### src/rtl/clk_router_pkg.sv
package clk_router_pkg;

    localparam int NUM_CFG = 4;
    localparam int NUM_SRC = 4;
    localparam int NUM_CH  = NUM_CFG + 2;
    localparam int CH_CPU  = NUM_CFG;
    localparam int CH_REF  = NUM_CFG + 1;
    localparam int CNT_W   = 7;
    localparam int CODE_W  = 5;
    localparam int CPU_CODE_W = 2;

    typedef enum logic [1:0] {
        SRC_SYS  = 2'd0,
        SRC_CPU  = 2'd1,
        SRC_UTIL = 2'd2,
        SRC_REF  = 2'd3
    } src_e;

    typedef struct packed {
        src_e              sel;
        logic [CODE_W-1:0] code;
    } out_cfg_t;

    typedef struct packed {
        out_cfg_t [NUM_CFG-1:0] outs;
        logic [CPU_CODE_W-1:0]  cpu_code;
        logic [NUM_CH-1:0]      out_mask;
        logic [NUM_SRC-2:0]     src_mask;
        logic                   susp_en;
        logic                   oe_stops;
    } cfg_t;

    localparam int CFG_W = $bits(cfg_t);

    function automatic logic [CNT_W-1:0] sys_ratio(input logic [CODE_W-1:0] code);
        logic [CNT_W-1:0] r;
        case (code)
            5'd0:    r = CNT_W'(1);
            5'd1:    r = CNT_W'(2);
            5'd2:    r = CNT_W'(3);
            5'd3:    r = CNT_W'(4);
            5'd4:    r = CNT_W'(5);
            5'd5:    r = CNT_W'(6);
            5'd6:    r = CNT_W'(8);
            5'd7:    r = CNT_W'(10);
            5'd8:    r = CNT_W'(12);
            5'd9:    r = CNT_W'(13);
            5'd10:   r = CNT_W'(20);
            5'd11:   r = CNT_W'(24);
            5'd12:   r = CNT_W'(26);
            5'd13:   r = CNT_W'(40);
            5'd14:   r = CNT_W'(48);
            5'd15:   r = CNT_W'(52);
            5'd16:   r = CNT_W'(96);
            default: r = CNT_W'(104);
        endcase
        return r;
    endfunction

    function automatic logic [CNT_W-1:0] ratio_for(input src_e s, input logic [CODE_W-1:0] code);
        logic [CNT_W-1:0] r;
        case (s)
            SRC_SYS:  r = sys_ratio(code);
            SRC_CPU:  r = (code >= CODE_W'(2)) ? CNT_W'(4) : CNT_W'(1) << code;
            SRC_UTIL: r = (code >= CODE_W'(3)) ? CNT_W'(8) : CNT_W'(1) << code;
            default:  r = CNT_W'(1);
        endcase
        return r;
    endfunction

endpackage

### src/rtl/clk_edge_tap.sv
module clk_edge_tap #(
    parameter int N = 4
) (
    input  logic         clk,
    input  logic         rst,
    input  logic [N-1:0] lvl,
    output logic [N-1:0] rise,
    output logic [N-1:0] fall
);
    logic [N-1:0] lvl_q;

    always_ff @(posedge clk) begin
        if (rst) lvl_q <= '0;
        else     lvl_q <= lvl;
    end

    assign rise = lvl & ~lvl_q;
    assign fall = ~lvl & lvl_q;
endmodule

### src/rtl/clk_ratio_div.sv
module clk_ratio_div
    import clk_router_pkg::*;
(
    input  logic             clk,
    input  logic             rst,
    input  logic             run,
    input  logic             lvl,
    input  logic             rise,
    input  logic             fall,
    input  logic [CNT_W-1:0] ratio,
    output logic             dout
);
    logic [CNT_W-1:0] cnt;
    logic [CNT_W-1:0] cnt_nx;
    logic [CNT_W-1:0] half;
    logic             armed;
    logic             q;
    logic             bypass;
    logic             wrap;

    assign bypass = (ratio <= CNT_W'(1));
    assign half   = ratio >> 1;
    // reload on terminal count; >= also recovers a counter left past a new limit
    assign wrap   = rise && (cnt >= ratio - CNT_W'(1));
    assign cnt_nx = wrap ? '0 : cnt + CNT_W'(1);

    always_ff @(posedge clk) begin
        if (rst || !run) begin
            cnt   <= '0;
            armed <= 1'b0;
            q     <= 1'b0;
        end else if (bypass) begin
            cnt <= '0;
            q   <= 1'b0;
            if (fall) armed <= 1'b1;
        end else if (rise) begin
            cnt <= cnt_nx;
            if (wrap) armed <= 1'b1;
            q <= (armed || wrap) && (cnt_nx < half);
        end
    end

    assign dout = bypass ? (lvl && armed && run) : q;
endmodule

### src/rtl/clk_power_ctl.sv
module clk_power_ctl
    import clk_router_pkg::*;
(
    input  logic                     clk,
    input  logic                     rst,
    input  logic                     oe_n,
    input  logic                     susp_n,
    input  logic                     stop_mode,
    input  logic                     susp_en,
    input  logic [NUM_SRC-2:0]       src_mask,
    input  logic [NUM_CH-1:0]        out_mask,
    input  src_e [NUM_CFG-1:0]       sel,
    output logic [NUM_SRC-1:0]       run_src,
    output logic [NUM_CH-1:0]        ch_en
);
    logic                stopped;
    logic                susp_act;
    logic [NUM_SRC-1:0]  run_nx;
    logic [NUM_CH-1:0]   en_nx;

    assign stopped  = stop_mode && !oe_n;
    assign susp_act = susp_en && !susp_n;

    generate
        for (genvar s = 0; s < NUM_SRC - 1; s++) begin : g_run
            assign run_nx[s] = !stopped && !(susp_act && src_mask[s]);
        end
        for (genvar k = 0; k < NUM_CFG; k++) begin : g_en
            assign en_nx[k] = oe_n && !(susp_act && out_mask[k]) && run_nx[sel[k]];
        end
    endgenerate

    assign run_nx[SRC_REF] = !stopped;
    assign en_nx[CH_CPU]   = oe_n && !(susp_act && out_mask[CH_CPU]) && run_nx[SRC_CPU];
    assign en_nx[CH_REF]   = oe_n && !(susp_act && out_mask[CH_REF]) && run_nx[SRC_REF];

    always_ff @(posedge clk) begin
        if (rst) begin
            run_src <= '0;
            ch_en   <= '0;
        end else begin
            run_src <= run_nx;
            ch_en   <= en_nx;
        end
    end
endmodule

### src/rtl/clk_out_router.sv
module clk_out_router
    import clk_router_pkg::*;
(
    input  logic               clk,
    input  logic               rst,
    input  logic [2:0]         src_clk_i,
    input  logic               ref_clk_i,
    input  logic [CFG_W-1:0]   cfg_i,
    input  logic               oe_n_i,
    input  logic               susp_n_i,
    output logic [NUM_CFG-1:0] clk_out_o,
    output logic [NUM_CFG-1:0] clk_en_o,
    output logic               cpu_clk_o,
    output logic               cpu_en_o,
    output logic               ref_buf_o,
    output logic               ref_en_o
);
    cfg_t                 cfg;
    logic [NUM_SRC-1:0]   src_lvl;
    logic [NUM_SRC-1:0]   src_rise;
    logic [NUM_SRC-1:0]   src_fall;
    logic [NUM_SRC-1:0]   run_src;
    logic [NUM_CH-1:0]    ch_en;
    logic [NUM_CH-1:0]    ch_div;
    src_e [NUM_CFG-1:0]   cfg_sel;
    src_e                 ch_src   [NUM_CH];
    logic [CNT_W-1:0]     ch_ratio [NUM_CH];

    assign cfg     = cfg_t'(cfg_i);
    assign src_lvl = {ref_clk_i, src_clk_i};

    always_comb begin
        for (int k = 0; k < NUM_CFG; k++) begin
            cfg_sel[k]  = cfg.outs[k].sel;
            ch_src[k]   = cfg.outs[k].sel;
            ch_ratio[k] = ratio_for(cfg.outs[k].sel, cfg.outs[k].code);
        end
        ch_src[CH_CPU]   = SRC_CPU;
        ch_ratio[CH_CPU] = ratio_for(SRC_CPU, CODE_W'(cfg.cpu_code));
        ch_src[CH_REF]   = SRC_REF;
        ch_ratio[CH_REF] = CNT_W'(1);
    end

    clk_edge_tap #(.N(NUM_SRC)) u_tap (
        .clk  (clk),
        .rst  (rst),
        .lvl  (src_lvl),
        .rise (src_rise),
        .fall (src_fall)
    );

    clk_power_ctl u_pwr (
        .clk       (clk),
        .rst       (rst),
        .oe_n      (oe_n_i),
        .susp_n    (susp_n_i),
        .stop_mode (cfg.oe_stops),
        .susp_en   (cfg.susp_en),
        .src_mask  (cfg.src_mask),
        .out_mask  (cfg.out_mask),
        .sel       (cfg_sel),
        .run_src   (run_src),
        .ch_en     (ch_en)
    );

    generate
        for (genvar k = 0; k < NUM_CH; k++) begin : g_ch
            clk_ratio_div u_div (
                .clk   (clk),
                .rst   (rst),
                .run   (run_src[ch_src[k]]),
                .lvl   (src_lvl[ch_src[k]]),
                .rise  (src_rise[ch_src[k]]),
                .fall  (src_fall[ch_src[k]]),
                .ratio (ch_ratio[k]),
                .dout  (ch_div[k])
            );
        end
    endgenerate

    assign clk_out_o = ch_div[NUM_CFG-1:0] & ch_en[NUM_CFG-1:0];
    assign clk_en_o  = ch_en[NUM_CFG-1:0];
    assign cpu_clk_o = ch_div[CH_CPU] && ch_en[CH_CPU];
    assign cpu_en_o  = ch_en[CH_CPU];
    assign ref_buf_o = ch_div[CH_REF] && ch_en[CH_REF];
    assign ref_en_o  = ch_en[CH_REF];
endmodule

### config.mk
export PLATFORM = sky130hd
export DESIGN_NAME = clk_out_router
export DESIGN_NICKNAME = d
export VERILOG_FILES = /design/src/rtl/clk_router_pkg.sv /design/src/rtl/clk_edge_tap.sv /design/src/rtl/clk_ratio_div.sv /design/src/rtl/clk_power_ctl.sv /design/src/rtl/clk_out_router.sv
export SDC_FILE = /design/constraint.sdc
export NUM_CORES = 1
export LEC_CHECK = 0
export ABC_AREA = 1
export BUFFER_PORTS_ARGS = -buffer_cell sky130_fd_sc_hd__clkbuf_2
export CORE_MARGIN = 1.5
export CORE_UTILIZATION = 35
export DETAILED_ROUTE_END_ITERATION = 8
export GPL_TIMING_DRIVEN = 0
export PLACE_DENSITY_LB_ADDON = 0.05
export SYNTH_ARGS = -nofsm -noshare
export SYNTH_HDL_FRONTEND = slang
export SYNTH_SLANG_ARGS = --single-unit
### constraint.sdc
create_clock -name clk -period 3.3 [get_ports clk]
set_input_delay 0.165 -clock clk [delete_from_list [all_inputs] [get_ports clk]]
set_output_delay 0.165 -clock clk [all_outputs]
set_load 0.01 [all_outputs]
-- Yosys cells after proc, flatten, opt, wreduce, memory -nomap -nowiden
Memory sizes are Yosys's and may differ from the RTL's.
Cells that the tools add are included.
- reduce and logical (&&, ||, !) cells: 103
- equality and inequality tests: 13
- multipliers: 0
- mux-type cells: 83
- shifts and indexed selects: 5
- bitwise logic cells: 5
- div/mod/pow operators: 0
- add/subtract/negate cells: 10
- magnitude comparators: 28
- operators by type and width (kind ; number):
    two-way mux 7 bit ; 14
    case mux 7 bit (3 select lines) ; 4
    logical AND 1 bit ; 50
    two-way mux 1 bit ; 45
    binary-select mux 1 bit (select 2 bit) ; 20
    >= comparator 5 x 2 -> 1 bit (second input constant) ; 8
    adder 7 x 1 -> 7 bit (second input constant) ; 5
    >= comparator 7 bit ; 5
    less-or-equal comparator 7 x 1 -> 1 bit (second input constant) ; 5
    less-than comparator 7 x 6 -> 1 bit ; 5
    subtractor 7 x 1 -> 7 bit (second input constant) ; 5
    << shifter 1 x 5 -> 7 bit (first input constant) ; 4
    nonzero test 2 bit ; 10
    logical NOT 1 bit ; 18
    AND reduction 3 bit ; 5
    AND 4 bit ; 3
    less-than comparator 2 x 3 -> 1 bit (second input constant) ; 4
    logical OR 1 bit ; 11
    OR reduction 2 bit ; 5
    == test 2 x 1 -> 1 bit (second input constant) ; 4
    == test 2 bit (second input constant) ; 4
    logical NOT 2 bit ; 4
    inequality test 2 x 1 -> 1 bit (second input constant) ; 4
    inverter 4 bit ; 2
    3 further kinds ; 3
- register bits: 60
- output and inout bits: 12
- ROM bits: 896
- memory bits (writable): 0
- memories kept: 4
- input bits: 49
- latch bits: 0
- memories (name ; depth ; bits a word ; rd ports ; clocked after memory_dff ; write ports ; RTL line ; RTL):
    (no name shown) ; 32 ; 7 ; 1 ; 0 ; 0 ; clk_router_pkg.sv:37 ; case (code)
    (no name shown) ; 32 ; 7 ; 1 ; 0 ; 0 ; clk_router_pkg.sv:37 ;
    (no name shown) ; 32 ; 7 ; 1 ; 0 ; 0 ; clk_router_pkg.sv:37 ;
    (no name shown) ; 32 ; 7 ; 1 ; 0 ; 0 ; clk_router_pkg.sv:37 ;

-- Depth between registers and ports, before layout
Gate-level depths: netlist of run 1.
- depth after elaboration: 9
- depth in mapped cells: 29
- gate-level depth less buffers: 29

-- By module
From an unflattened synthesis of run 1, not the netlist that was laid out.
- cell total of the unflattened synthesis: 1412
- area total of the unflattened synthesis: 8705.8 um^2
- modules (own cells, without submodules) (module ; cells each ; sequential area each (um^2) ; area each (um^2) ; times used):
    clk_ratio_div at g_ch[0].u_div ... ; 147 ; 180.2 ; 977.2 ; 5
    clk_out_router ; 421 ; 0.0 ; 2128.3 ; 1
    clk_ratio_div at g_ch[5].u_div ; 145 ; 180.2 ; 973.4 ; 1
    clk_power_ctl ; 87 ; 200.2 ; 563.0 ; 1
    clk_edge_tap ; 24 ; 80.1 ; 155.1 ; 1

-- Worst setup path after synthesis of run 1
Ideal clock, no wire load.
- path type: input port to flip-flop
- start point: input port cfg_i[20]
- end point: register g_ch[1].u_div.q
- setup time: 66 ps
- path slack: 16 ps
- data required time: 3234 ps
- cell stages on the path: 24
- arrival time: 3218 ps
- cell sequence: inv_1 ha_1 or2_2 nand4_1 nand3_2 inv_1 ha_1 nand3_1 o31ai_1 inv_1 ha_1 nand2_1 inv_1 a21oi_1 nand2_1 nand2_4 nand2_1 nor2_1 ha_1 a21oi_1 o211ai_1 inv_1 nand4_1 a21oi_2
- cells in the longest elaborated chain, start to end: 9
- RTL lines (item ; RTL line ; RTL):
    start: declaration ; clk_out_router.sv:8 ; input logic [CFG_W-1:0] cfg_i,
    branches (longest 2 deep; another with memory (32 x 7 bit)) ; - ;
    case mux 7 bit (3 select lines) (*) ; clk_router_pkg.sv:62 ; case (s)
    subtractor 7 x 1 -> 7 bit (*) ; clk_ratio_div.sv:24 ; assign wrap = rise && (cnt >= ratio - CNT_W'(1));
    >= comparator 7 bit (*) ; clk_ratio_div.sv:24 ;
    logical AND 1 bit (*) ; clk_ratio_div.sv:24 ;
    two-way mux 7 bit (*) ; clk_ratio_div.sv:25 ; assign cnt_nx = wrap ? '0 : cnt + CNT_W'(1);
    named net g_ch[1].u_div.cnt_nx[4] ; clk_ratio_div.sv:14 ; logic [CNT_W-1:0] cnt_nx;
    less-than comparator 7 x 6 -> 1 bit (*) ; clk_ratio_div.sv:39 ; q <= (armed || wrap) && (cnt_nx < half);
    logical AND 1 bit (*) ; clk_ratio_div.sv:39 ;
    end signal: assignment ; clk_ratio_div.sv:39 ;
    end: declaration ; clk_ratio_div.sv:17 ; logic q;
Mark *: on every way through the listed nets, which the timed path passes.
A chain may end at the register's enable or synchronous reset.

-- Worst setup path after layout of run 1
- start point: input port cfg_i[13]
- end point: register g_ch[0].u_div.q
- cells in the longest elaborated chain, start to end: 9
- RTL lines (item ; RTL line):
    branches (longest 2 deep; another with memory (32 x 7 bit)) ; -
    case mux 7 bit (3 select lines) (*) ; clk_router_pkg.sv:62
    subtractor 7 x 1 -> 7 bit (*) ; clk_ratio_div.sv:24
    >= comparator 7 bit (*) ; clk_ratio_div.sv:24
    logical AND 1 bit (*) ; clk_ratio_div.sv:24
    two-way mux 7 bit (*) ; clk_ratio_div.sv:25
    named net g_ch[0].u_div.cnt_nx[4] ; clk_ratio_div.sv:14
    less-than comparator 7 x 6 -> 1 bit (*) ; clk_ratio_div.sv:39
    logical AND 1 bit (*) ; clk_ratio_div.sv:39
    end signal: assignment ; clk_ratio_div.sv:39
    end: declaration ; clk_ratio_div.sv:17
Marked as above.

==> summary.txt, run 1 <==
Status
  • Status: finished, final reports clean

Route
  • Drt drc: 0
  • Post-Route WL: roughly 21000 um
  • DR vias: between 7000 and 8000
  • Via count normalized by instance count: just under 5
  • Routed Antenna Nets: 0
  • Drt pass-1 iters: 4
  • WL/cell: 13.6 um
  • 1st-iter DRT viols: approximately 260

Power and ir drop
  • Sw Ratio: 0.354
  • Leakage power: 4.50 nW
  • Cell Int Power: between 0.0015 and 0.002 W
  • NetSw: ~0.0009 W
  • Comb power frac: 0.308
  • Worst vdd ir: about 0.24 mV
  • Pwr Density: 281 mW/mm^2
  • Clk pwr share: 0.386
  • Reg power frac: 0.306

Clocking
  • Worst-skew pair later-pin latency: 340 ps
  • Num CTS Buffers: 9
  • Clock tree root buffer cell: clkbuf_16
  • Clk slew on worst S/H paths: ~50 ps
  • Max Root-Sink Buffers: 2
  • CTS Sinks: 60
  • CTS tree: yes
  • H-tree depth: 3

Timing
  • Max Transition Viols Final: 0
  • Crit share post-route: 0.940
  • Worst slew pin tran: approximately 670 ps
  • Clock skew: around 9.1 ps
  • Final setup violation count: 0
  • Slew Limit Headroom: 0.555
  • Final worst slack: roughly 200 ps
  • Max Freq: 322 MHz
  • Hold Vio Cnt, Final: 0
  • Total Neg Setup Slack: 0 ps
  • Final Critical Period: ~3100 ps
  • Final hold slack: ~17 ps

Placement
  • I/O Buffers: 54
  • Worst slack, placed: -735 ps
  • Placed cell count: approximately 1500
  • GP Congestion: between 0.8 and 0.9
  • DP HPWL: roughly 16000 um

Global route
  • Total gr overflow: 0
  • Gr usage total: 0.197
  • Initial antenna violation count: 0
  • First-pass GRT wire length: between 30000 and 40000 um
  • Pin count of the biggest net entering global routing: 11
  • Vias in the first global route: between 7000 and 8000

Floorplanning
  • Chip width: roughly 150 um
  • Core Area: just over 0.02 sq mm
  • Initial Util: 0.356
  • Placement Rows: 52
  • Die area: roughly 0.021 sq mm
  • Vert. Die Dim: around 150 um
  • Boundary pin count: between 60 and 70

Critical path
  • Data required time of the worst path: 3580 ps
  • Worst setup EP type: register
  • Worst flop-to-flop path endpoint: g_ch[4].u_div.q$_SDFFE_PP0P_
  • Worst Path Arrival: between 3000 and 4000 ps
  • Critical Path Slowest Stage Cell: ha_1
  • Kind of start point of the critical path: primary input
  • RR Startpoint: g_ch[4].u_div.cnt[2]$_SDFFE_PP0P_
  • Critical-path maximum fanout: 9
  • Largest stage delay, worst path: approximately 280 ps
  • CP dominant cell by count: nand2_1
  • Crit Path Category: primary input to register
  • Register-to-Register Setup Slack: just over 900 ps
  • Worst R2R Path Depth: 12

Logic synthesis
  • Sequential share of the synthesized area: 0.167
  • Synth Net Count: ~1300
  • Ys flop type: dfxtp_1
  • Post-synth top area cell: ha_1
  • Mapped Area: a little over 0.007 sq mm
  • Area contributors post-synth: ha_1 17%, dfxtp_1 17%, nand2_1 16%, inv_1 9.6%, nand3_1 7.6%
  • Fraction of registers with async set/reset: 0
  • Top cell type's share of synthesized area: 0.172
  • EDFF count, synth: 0
  • Mean Syn Cell Area: ~6.1 sq um
  • Flop and latch count out of synthesis: 60
  • Ys Warns: 0
  • Cells after synthesis: about 1200
  • Distinct cells, synth: 44

Hold path
  • Min-delay src: cfg_i[5]
  • Hold path endpoint: u_pwr.ch_en[0]$_SDFF_PP0_
  • Worst min path class: primary input to register
  • Worst hold stages: 2

Job
  • Max Cap Viol: 0

Finish
  • Layout Nets: 1422
  • Non-Filler Instances: 1549
  • Antenna cells: 0
  • P&R area growth vs syn: 22.2%
  • Layout cells sized above 1: 0.220
per-layer routing:
| layer | GRT usage | vias to the layer above | wire (um) |
|---|---|---|---|
| li1 | - | 4000 | - |
| met1 | 0.263 | 3319 | 10300 |
| met2 | 0.334 | 104 | 9900 |
| met3 | 0.0241 | 27 | 600 |
| met4 | 0.0510 | 0 | 276 |
| met5 | 0 | - | 0 |
sequential cells by signal, indices dropped and copies added, names as in the netlist:
signal and flops:
u_tap.lvl_q 4, g_ch.u_div.cnt 35, u_pwr.run_src 4, u_pwr.ch_en 6
g_ch.u_div.armed 6, g_ch.u_div.q 5
cell usage after synthesis (4+ instances only):
library cell  count
nand2_1         312
inv_1           184
nor2_1          113
nand3_1         109
ha_1             99
a21oi_1          65
dfxtp_1          60
o21ai_0          26
nand2_2          19
inv_2            18
xnor2_1          16
nand4_1          15
xor2_1           12
nor2_2           11
nor3_1           10
o211ai_1         10
nand2_4           9
o21ai_1           9
o22ai_1           9
a21oi_2           8
buf_2             6
nand3_2           5
nor2_4            5
o221ai_1          5
a211oi_1          4
timing repair:
action	CTS	global route
pin swaps	10	49
endpoints found under the setup margin	4	5
resized for setup	34	101
buffers inserted	12	23
hold buffers	1	0
endpoints found under the hold margin	1	0
gates cloned	0	0
final cells by class:
type                            count  area (sq um)
Clock buffer                       11           233
Inverter                          202           769
Fill cell                        2221         11400
Sequential cell                    60          1200
Buffer                              9          45.0
Clock inverter                      5          52.6
Tap cell                          270           338
Timing Repair Buffer               90           598
Multi-Input combinational cell    902          5570
through the flow:
step	instance area, sq um	total power, W	utilization
after floorplan	7200	0.00125	-
after global placement	7810	0.00145	0.386
after detailed placement	7810	0.00145	0.386
after CTS	8280	0.00243	0.409
after global routing	8810	0.00262	0.435
final	8810	0.00247	0.435
worst max path at each step:
stage,slack (ps),to,cells past startpoint,from
finish,200,g_ch[0].u_div.q$_SDFFE_PP0P_,26,cfg_i[13]
global route,-20,g_ch[0].u_div.q$_SDFFE_PP0P_,26,cfg_i[13]
CTS,-20,g_ch[1].u_div.q$_SDFFE_PP0P_,27,cfg_i[20]
detailed placement,-730,g_ch[1].u_div.q$_SDFFE_PP0P_,25,cfg_i[20]
global placement,-780,g_ch[1].u_div.q$_SDFFE_PP0P_,25,cfg_i[20]
floorplan,20,g_ch[1].u_div.q$_SDFFE_PP0P_,24,cfg_i[20]
worst max-delay path: cells and delay by family:
family                   cells  cell delay (ps)
AO/OA/AOI/OAI                7              880
adder cells (fa/ha/maj)      4              930
buffers and inverters        6              500
AND/OR/NAND/NOR              9              900
layout by cell type (no fill, tap or decap), drive strengths merged, types with 15 or more instances in the layout:
cell and count:
nor2 130, a21oi 74, clkbuf 60, o21ai 38
nand3 114, ha 99, buf 49, nand4 15
nand2 340, xnor2 16, dfxtp 60, inv 201
logic make-up after synthesis:
| family | Yosys count | share of synthesized area |
|---|---|---|
| AND/OR/NAND/NOR | 617 | 0.383 |
| buffers and inverters | 211 | 0.111 |
| AO/OA/AOI/OAI | 157 | 0.132 |
| adder cells (fa/ha/maj) | 99 | 0.172 |
| flip-flops | 60 | 0.167 |
| XOR/XNOR | 28 | 0.0340 |
| other | 1 | 0.000521 |
power by group through the flow:
| stage | Sequential, W | Clock (W) | Combinational (W) |
|---|---|---|---|
| 3_3_place_gp | 0.000772 | 0 | 0.000681 |
| 5_1_grt | 0.000758 | 0.00100 | 0.000861 |
| 2_1_floorplan | 0.000768 | 0 | 0.000484 |
| 6_report | 0.000757 | 0.000954 | 0.000763 |
| 4_1_cts | 0.000756 | 0.000975 | 0.000700 |
| 3_5_place_dp | 0.000772 | 0 | 0.000681 |
Note: power is estimated with default switching activity, not from simulation.
==> run 2: changes to the inputs <==
--- a/config.mk
+++ b/config.mk
@@ -7,10 +7,9 @@
 export LEC_CHECK = 0
 export ABC_AREA = 1
 export BUFFER_PORTS_ARGS = -buffer_cell sky130_fd_sc_hd__clkbuf_2
-export CORE_MARGIN = 1.5
+export CORE_MARGIN = 4
 export CORE_UTILIZATION = 35
 export DETAILED_ROUTE_END_ITERATION = 8
-export GPL_TIMING_DRIVEN = 0
 export PLACE_DENSITY_LB_ADDON = 0.05
 export SYNTH_ARGS = -nofsm -noshare
 export SYNTH_HDL_FRONTEND = slang
==> summary.txt, run 2 (synthesis gave the netlist of run 1 again) <==
Status
  • Status: finished, final reports clean

Placement
  • I/O Buffers: 60 (+11%)
  • DP HPWL: 17600 um (+7.2%)
  • GP Congestion: 0.882 (+8.8%)

Clocking
  • Clk slew on worst S/H paths: 50 ps (about the same)
  • Clock tree root buffer cell: clkbuf_16
  • H-tree depth: 3 (unchanged)
  • Max Root-Sink Buffers: 2 (unchanged)
  • Num CTS Buffers: 9 (unchanged)
  • CTS tree: yes
  • Worst-skew pair later-pin latency: 340 ps (about the same)
  • CTS Sinks: 60 (unchanged)

Finish
  • Layout cells sized above 1: 0.255 (+0.0350)
  • Final Util: 0.463 (+0.0274)
  • Biggest regs: g_ch.u_div.cnt: 35 flops, g_ch.u_div.armed: 6 flops, u_pwr.ch_en: 6 flops
  • P&R area growth vs syn: 29.9%
  • Most frequent cells in the layout: 306 x nand2_1, 178 x inv_1, 132 x buf_4
  • Antenna cells: 0 (unchanged)
  • Max reg flops: 35 (unchanged)
  • Top reg by flops: g_ch.u_div.cnt
  • Layout Nets: 1518 (+6.8%)
  • Most common cell after layout, fill and taps aside: nand2_1

Timing
  • Final setup violation count: 0 (unchanged)
  • Clock skew: 6.46 ps (-2.65 ps)
  • Max Freq: 326 MHz (+1.0%)
  • Final Critical Period: 3070 ps (-31.6 ps)
  • Worst slew pin tran: 599 ps (-66.8 ps)
  • Crit share post-route: 0.931 (-0.00958)
  • Total Neg Setup Slack: 0 ps (unchanged)
  • Max Transition Viols Final: 0 (unchanged)
  • RSZ-0062 raised after global routing: true
  • Hold Vio Cnt, Final: 0 (unchanged)
  • Slew Limit Headroom: 0.599 (+0.0447)

Route
  • DR vias: 7771 (+4.3%)
  • Via count normalized by instance count: 4.73 (-1.7%)
  • Drt drc: 0 (unchanged)
  • Post-Route WL: 21500 um (+2.1%)
  • Drt pass-1 iters: 5 (+1)
  • WL/cell: 13.1 um (-3.8%)
  • 1st-iter DRT viols: 254 (-1.6%)
  • Routed Antenna Nets: 0 (unchanged)

Power and ir drop
  • Leakage power: 4.92 nW (+9.2%)
  • Comb power frac: 0.308 (about the same)
  • NetSw: 0.000844 W (-3.6%)
  • Clk pwr share: 0.401 (+0.015)
  • Final Power: 0.00260 W (+5.2%)
  • Sw Ratio: 0.325 (-0.0295)
  • Cell Int Power: 0.00176 W (+10%)
  • Reg power frac: 0.291 (-0.015)
  • Worst vdd ir: 0.252 mV (+6.8%)
  • Pwr Density: 278 mW/mm^2 (-1.1%)

Critical path
  • Kind of start point of the critical path: primary input
  • CP dominant cell by count: inv_1
  • Worst Path Arrival: 3350 ps (-30 ps)
  • Data required time of the worst path: 3580 ps (about the same)
  • Worst setup EP type: register
  • Largest stage delay, worst path: 290 ps (about the same)
  • Crit Path Category: primary input to register
  • Critical-path maximum fanout: 6 (-3)
  • Critical Path Slowest Stage Cell: or2_2

Floorplanning
  • Placement Rows: 52 (unchanged)
  • Boundary pin count: 61 (unchanged)
  • Core Area: 0.0202 sq mm (unchanged)
  • Initial Util: 0.356 (unchanged)
  • Die area: 0.0229 sq mm (+6.9%)
  • Vert. Die Dim: 151 um (+3.4%)
  • Chip width: 151 um (+3.4%)

Global route
  • Pin count of the biggest net entering global routing: 15 (+4)
  • Grt peak-use layer: met2
  • Vias in the first global route: 7264 (+3.0%)
  • Total gr overflow: 0 (unchanged)
  • GR Layer Usage met1: 0.255 (-0.00826)
  • Met2 Use GR: 0.320 (-0.0138)
  • Gr usage total: 0.191 (-0.00602)
  • M3 GR Usage: 0.0289 (+0.00479)
  • First-pass GRT wire length: 35300 um (+3.1%)
  • Initial antenna violation count: 0 (unchanged)

Job
  • Max Cap Viol: 0 (unchanged)

Hold path
  • Worst min path class: primary input to register
[run 2: area by class of cell]
| class | count | area [sq um] |
|---|---|---|
| clock buffers | 11 | 253 |
| clock inverters | 4 | 72.6 |
| fillers | 2174 | 10900 |
| inverters | 202 | 758 |
| multi-input cells | 902 | 5420 |
| flip-flops and latches | 60 | 1200 |
| well taps | 270 | 338 |
| repair buffers | 195 | 1320 |
[run 2: per-stage QoR]
step	cells	worst slack [ps]	instance area, sq um	hold WS, ps
2_1_floorplan	1173	16.3	7200	252
3_3_place_gp	1621	-234	8750	340
3_5_place_dp	1621	-229	8750	350
4_1_cts	1637	113	9090	13.1
5_1_grt	1644	-41.8	9360	28.5
6_report	1644	228	9360	30.2
[run 2: power by group through the flow]
stage          combinational [W]  sequential, W  clock (W)
3_5_place_dp            0.000780       0.000772          0
2_1_floorplan           0.000484       0.000768          0
6_report                0.000802       0.000757    0.00104
4_1_cts                 0.000785       0.000757    0.00108
3_3_place_gp            0.000784       0.000772          0
5_1_grt                 0.000909       0.000758    0.00110
[run 2: path summary, 6_finish.rpt]
check | from | to | slack (ps) | cells after the start
min reg2reg | g_ch[4].u_div.cnt[6]$_SDFFE_PP0P_ | g_ch[4].u_div.cnt[6]$_SDFFE_PP0P_ | 460 | 2
max reg2reg | g_ch[4].u_div.cnt[2]$_SDFFE_PP0P_ | g_ch[4].u_div.q$_SDFFE_PP0P_ | 960 | 12
max | cfg_i[20] | g_ch[1].u_div.q$_SDFFE_PP0P_ | 230 | 25
min | cfg_i[5] | u_pwr.ch_en[0]$_SDFF_PP0_ | 30 | 2
[run 2: what timing repair did]
item / CTS / global route
endpoints found under the setup margin: 0 / 4
setup buffers: 0 / 7
hold endpoints to repair: 1 / 0
resized for setup: 0 / 69
hold buffers: 1 / 0
[run 2: per-layer routing]
| layer | wire [um] | share of wire |
|---|---|---|
| met1 | 10100 | 0.47 |
| met2 | 10200 | 0.47 |
| met3 | 829 | 0.038 |
| met4 | 388 | 0.018 |
| met5 | 0 | 0 |
[run 2: critical path, delay by kind of cell]
| kind | cells | cell delay (ps) |
|---|---|---|
| AND/OR/NAND/NOR | 9 | 1100 |
| adder cells (fa/ha/maj) | 4 | 1010 |
| AO/OA/AOI/OAI | 4 | 560 |
| buffers and inverters | 8 | 510 |
==> run 3: changes to the inputs <==
--- a/config.mk
+++ b/config.mk
@@ -7,8 +7,11 @@
 export LEC_CHECK = 0
 export ABC_AREA = 1
 export BUFFER_PORTS_ARGS = -buffer_cell sky130_fd_sc_hd__clkbuf_2
+export CELL_PAD_IN_SITES_DETAIL_PLACEMENT = 0
+export CELL_PAD_IN_SITES_GLOBAL_PLACEMENT = 1
 export CORE_MARGIN = 4
 export CORE_UTILIZATION = 35
+export CTS_BUF_LIST = sky130_fd_sc_hd__clkbuf_8
 export DETAILED_ROUTE_END_ITERATION = 8
 export PLACE_DENSITY_LB_ADDON = 0.05
 export SYNTH_ARGS = -nofsm -noshare
==> summary.txt, run 3 (synthesis gave the netlist of run 1 again) <==
Finish
  • Final std cell area, no fill: 0.00944 sq mm (+0.80%)
  • Most frequent cells in the layout: 306 x nand2_1, 179 x inv_1, 161 x buf_4
  • Reg area: 0.00120 sq mm (unchanged)
  • Most common cell after layout, fill and taps aside: nand2_1
  • Layout cells sized above 1: 0.263 (+0.00755)
  • # fillers: 2245 (+3.3%)
  • Multi-input gate area: 0.00540 sq mm (-0.30%)
  • Antenna cells: 0 (unchanged)
  • P&R area growth vs syn: 31.0%
  • Layout Nets: 1547 (+1.9%)
  • Max reg flops: 35 (unchanged)
  • Top reg by flops: g_ch.u_div.cnt
  • Biggest regs: g_ch.u_div.cnt: 35 flops, g_ch.u_div.armed: 6 flops, u_pwr.ch_en: 6 flops

Route
  • Via count normalized by instance count: 4.69 (-0.80%)
  • WL/cell: 13.2 um (+0.46%)
  • Drt pass-1 iters: 4 (-1)
  • Drt drc: 0 (unchanged)
  • Routed Antenna Nets: 0 (unchanged)
  • DR vias: 7845 (+0.95%)
  • 1st-iter DRT viols: 311 (+22%)
  • Post-Route WL: 22000 um (+2.2%)

Clocking
  • H-tree depth: 3 (unchanged)
  • Clock tree root buffer cell: clkbuf_8
  • Max Root-Sink Buffers: 2 (unchanged)
  • CTS tree: yes
  • Num CTS Buffers: 9 (unchanged)
  • Clk slew on worst S/H paths: 80 ps (+30 ps)
  • Worst-skew pair later-pin latency: 370 ps (+30 ps)
  • CTS Sinks: 60 (unchanged)

Global route
  • Pin count of the biggest net entering global routing: 15 (unchanged)
  • Total gr overflow: 0 (unchanged)
  • First-pass GRT wire length: 36200 um (+2.4%)
  • Vias in the first global route: 7608 (+4.7%)
  • Initial antenna violation count: 0 (unchanged)
  • Gr usage total: 0.195 (+0.00438)

Power and ir drop
  • Cell Int Power: 0.00144 W (-18%)
  • Comb power frac: 0.366 (+0.058)
  • Worst vdd ir: 0.176 mV (-30%)
  • Leakage power: 5.01 nW (+1.9%)
  • Final Power: 0.00228 W (-12%)
  • Reg power frac: 0.331 (+0.040)
  • Clk pwr share: 0.303 (-0.098)
  • Pwr Density: 242 mW/mm^2 (-13%)
  • NetSw: 0.000836 W (-1.0%)
  • Sw Ratio: 0.367 (+0.0421)

Critical path
  • Worst Path Arrival: 3420 ps (+70 ps)
  • Worst setup EP type: register
  • Crit Path Category: primary input to register
  • Critical-path maximum fanout: 5 (-1)
  • Data required time of the worst path: 3600 ps (+20 ps)
  • Kind of start point of the critical path: primary input

Timing
  • Slew Limit Headroom: 0.565 (-0.0347)
  • Clock skew: 16.1 ps (+9.64 ps)
  • Final Critical Period: 3120 ps (+47.6 ps)
  • RSZ-0062 raised after global routing: true
  • Hold Vio Cnt, Final: 0 (unchanged)
  • Worst slew pin tran: 651 ps (+51.9 ps)
  • Final worst slack: 180 ps (-47.6 ps)
  • Max Transition Viols Final: 0 (unchanged)
  • Crit share post-route: 0.945 (+0.0144)
  • Max Freq: 321 MHz (-1.5%)
  • Final setup violation count: 0 (unchanged)
  • Final hold slack: 52.8 ps (+22.7 ps)

Floorplanning
  • Chip width: 151 um (unchanged)
  • Vert. Die Dim: 151 um (unchanged)
  • Initial Util: 0.356 (unchanged)
  • Core Area: 0.0202 sq mm (unchanged)
  • Placement Rows: 52 (unchanged)
  • Die area: 0.0229 sq mm (unchanged)
  • Boundary pin count: 61 (unchanged)

Placement
  • Worst slack, placed: -307 ps (-78.4 ps)
  • DP HPWL: 18100 um (+3.0%)
  • Dpl cell area: 0.00897 sq mm (+2.5%)
  • GP Congestion: 0.823 (-6.7%)
  • I/O Buffers: 60 (unchanged)

Job
  • Max Cap Viol: 0 (unchanged)

Hold path
  • Worst min path class: primary input to register

Status
  • Status: finished, final reports clean
## run 3: area by class of cell
cell class              count  share of cell area
clock buffers              10              0.0146
clock inverters             5             0.00557
multi-input cells         902               0.572
repair buffers            224               0.164
flip-flops and latches     60               0.127
well taps                 270              0.0358
inverters                 202              0.0806
## run 3: critical path, cell delays in order
cell and delay, ps:
clkbuf_2 90, inv_1 50, ha_1 270, or2_2 290
nand4_1 130, nand3_2 130, inv_2 80, ha_2 190
nand3_2 100, o31ai_2 230, inv_1 110, ha_4 280
nand2_2 50, nor2_1 100, nand2_1 70, nand2_2 80
nand2_4 70, inv_2 90, nor2_2 50, ha_1 300
nand2_1 70, inv_1 30, nand2_1 50, nand2_1 40
nand2_1 50, nand4_1 110, a21oi_2 140
## run 3: power groups by stage
stage                     Sequential [W]  Clock (W)  Combinational (W)
final                           0.000756   0.000690           0.000834
after global routing            0.000757   0.000747           0.000953
after CTS                       0.000755   0.000719           0.000816
after detailed placement        0.000772          0           0.000809
after global placement          0.000773          0           0.000809
after floorplan                 0.000768          0           0.000484
## run 3: path summary, 6_finish.rpt
path	from	end	slack, ps	cells past startpoint
min reg2reg	g_ch[4].u_div.cnt[6]$_SDFFE_PP0P_	g_ch[4].u_div.cnt[6]$_SDFFE_PP0P_	450	2
max	cfg_i[20]	g_ch[1].u_div.q$_SDFFE_PP0P_	180	27
max reg2reg	g_ch[4].u_div.cnt[2]$_SDFFE_PP0P_	g_ch[4].u_div.q$_SDFFE_PP0P_	910	12
min	oe_n_i	u_pwr.ch_en[4]$_SDFF_PP0_	50	3
## run 3: repair_timing
action                     in CTS  in global routing
setup buffers                   0                  5
hold buffers                    3                  0
hold endpoints to repair        3                  0
setup endpoints to repair       0                  4
resized for setup               0                 65
## run 3: through the flow
stage | setup TNS, ps | utilization | std cells
floorplan | 0 | - | 1173
global placement | -677 | 0.443 | 1650
detailed placement | -770 | 0.443 | 1650
CTS | 0 | 0.454 | 1668
global route | -18.6 | 0.466 | 1673
finish | 0 | 0.466 | 1673
## run 3: per-layer routing
metal	share of wire	track usage	vias to the layer above
met2	0.50	0.350	95
li1	-	-	4230
met5	0	0	-
met4	0.0096	0.0376	0
met1	0.46	0.247	3502
met3	0.030	0.0309	18
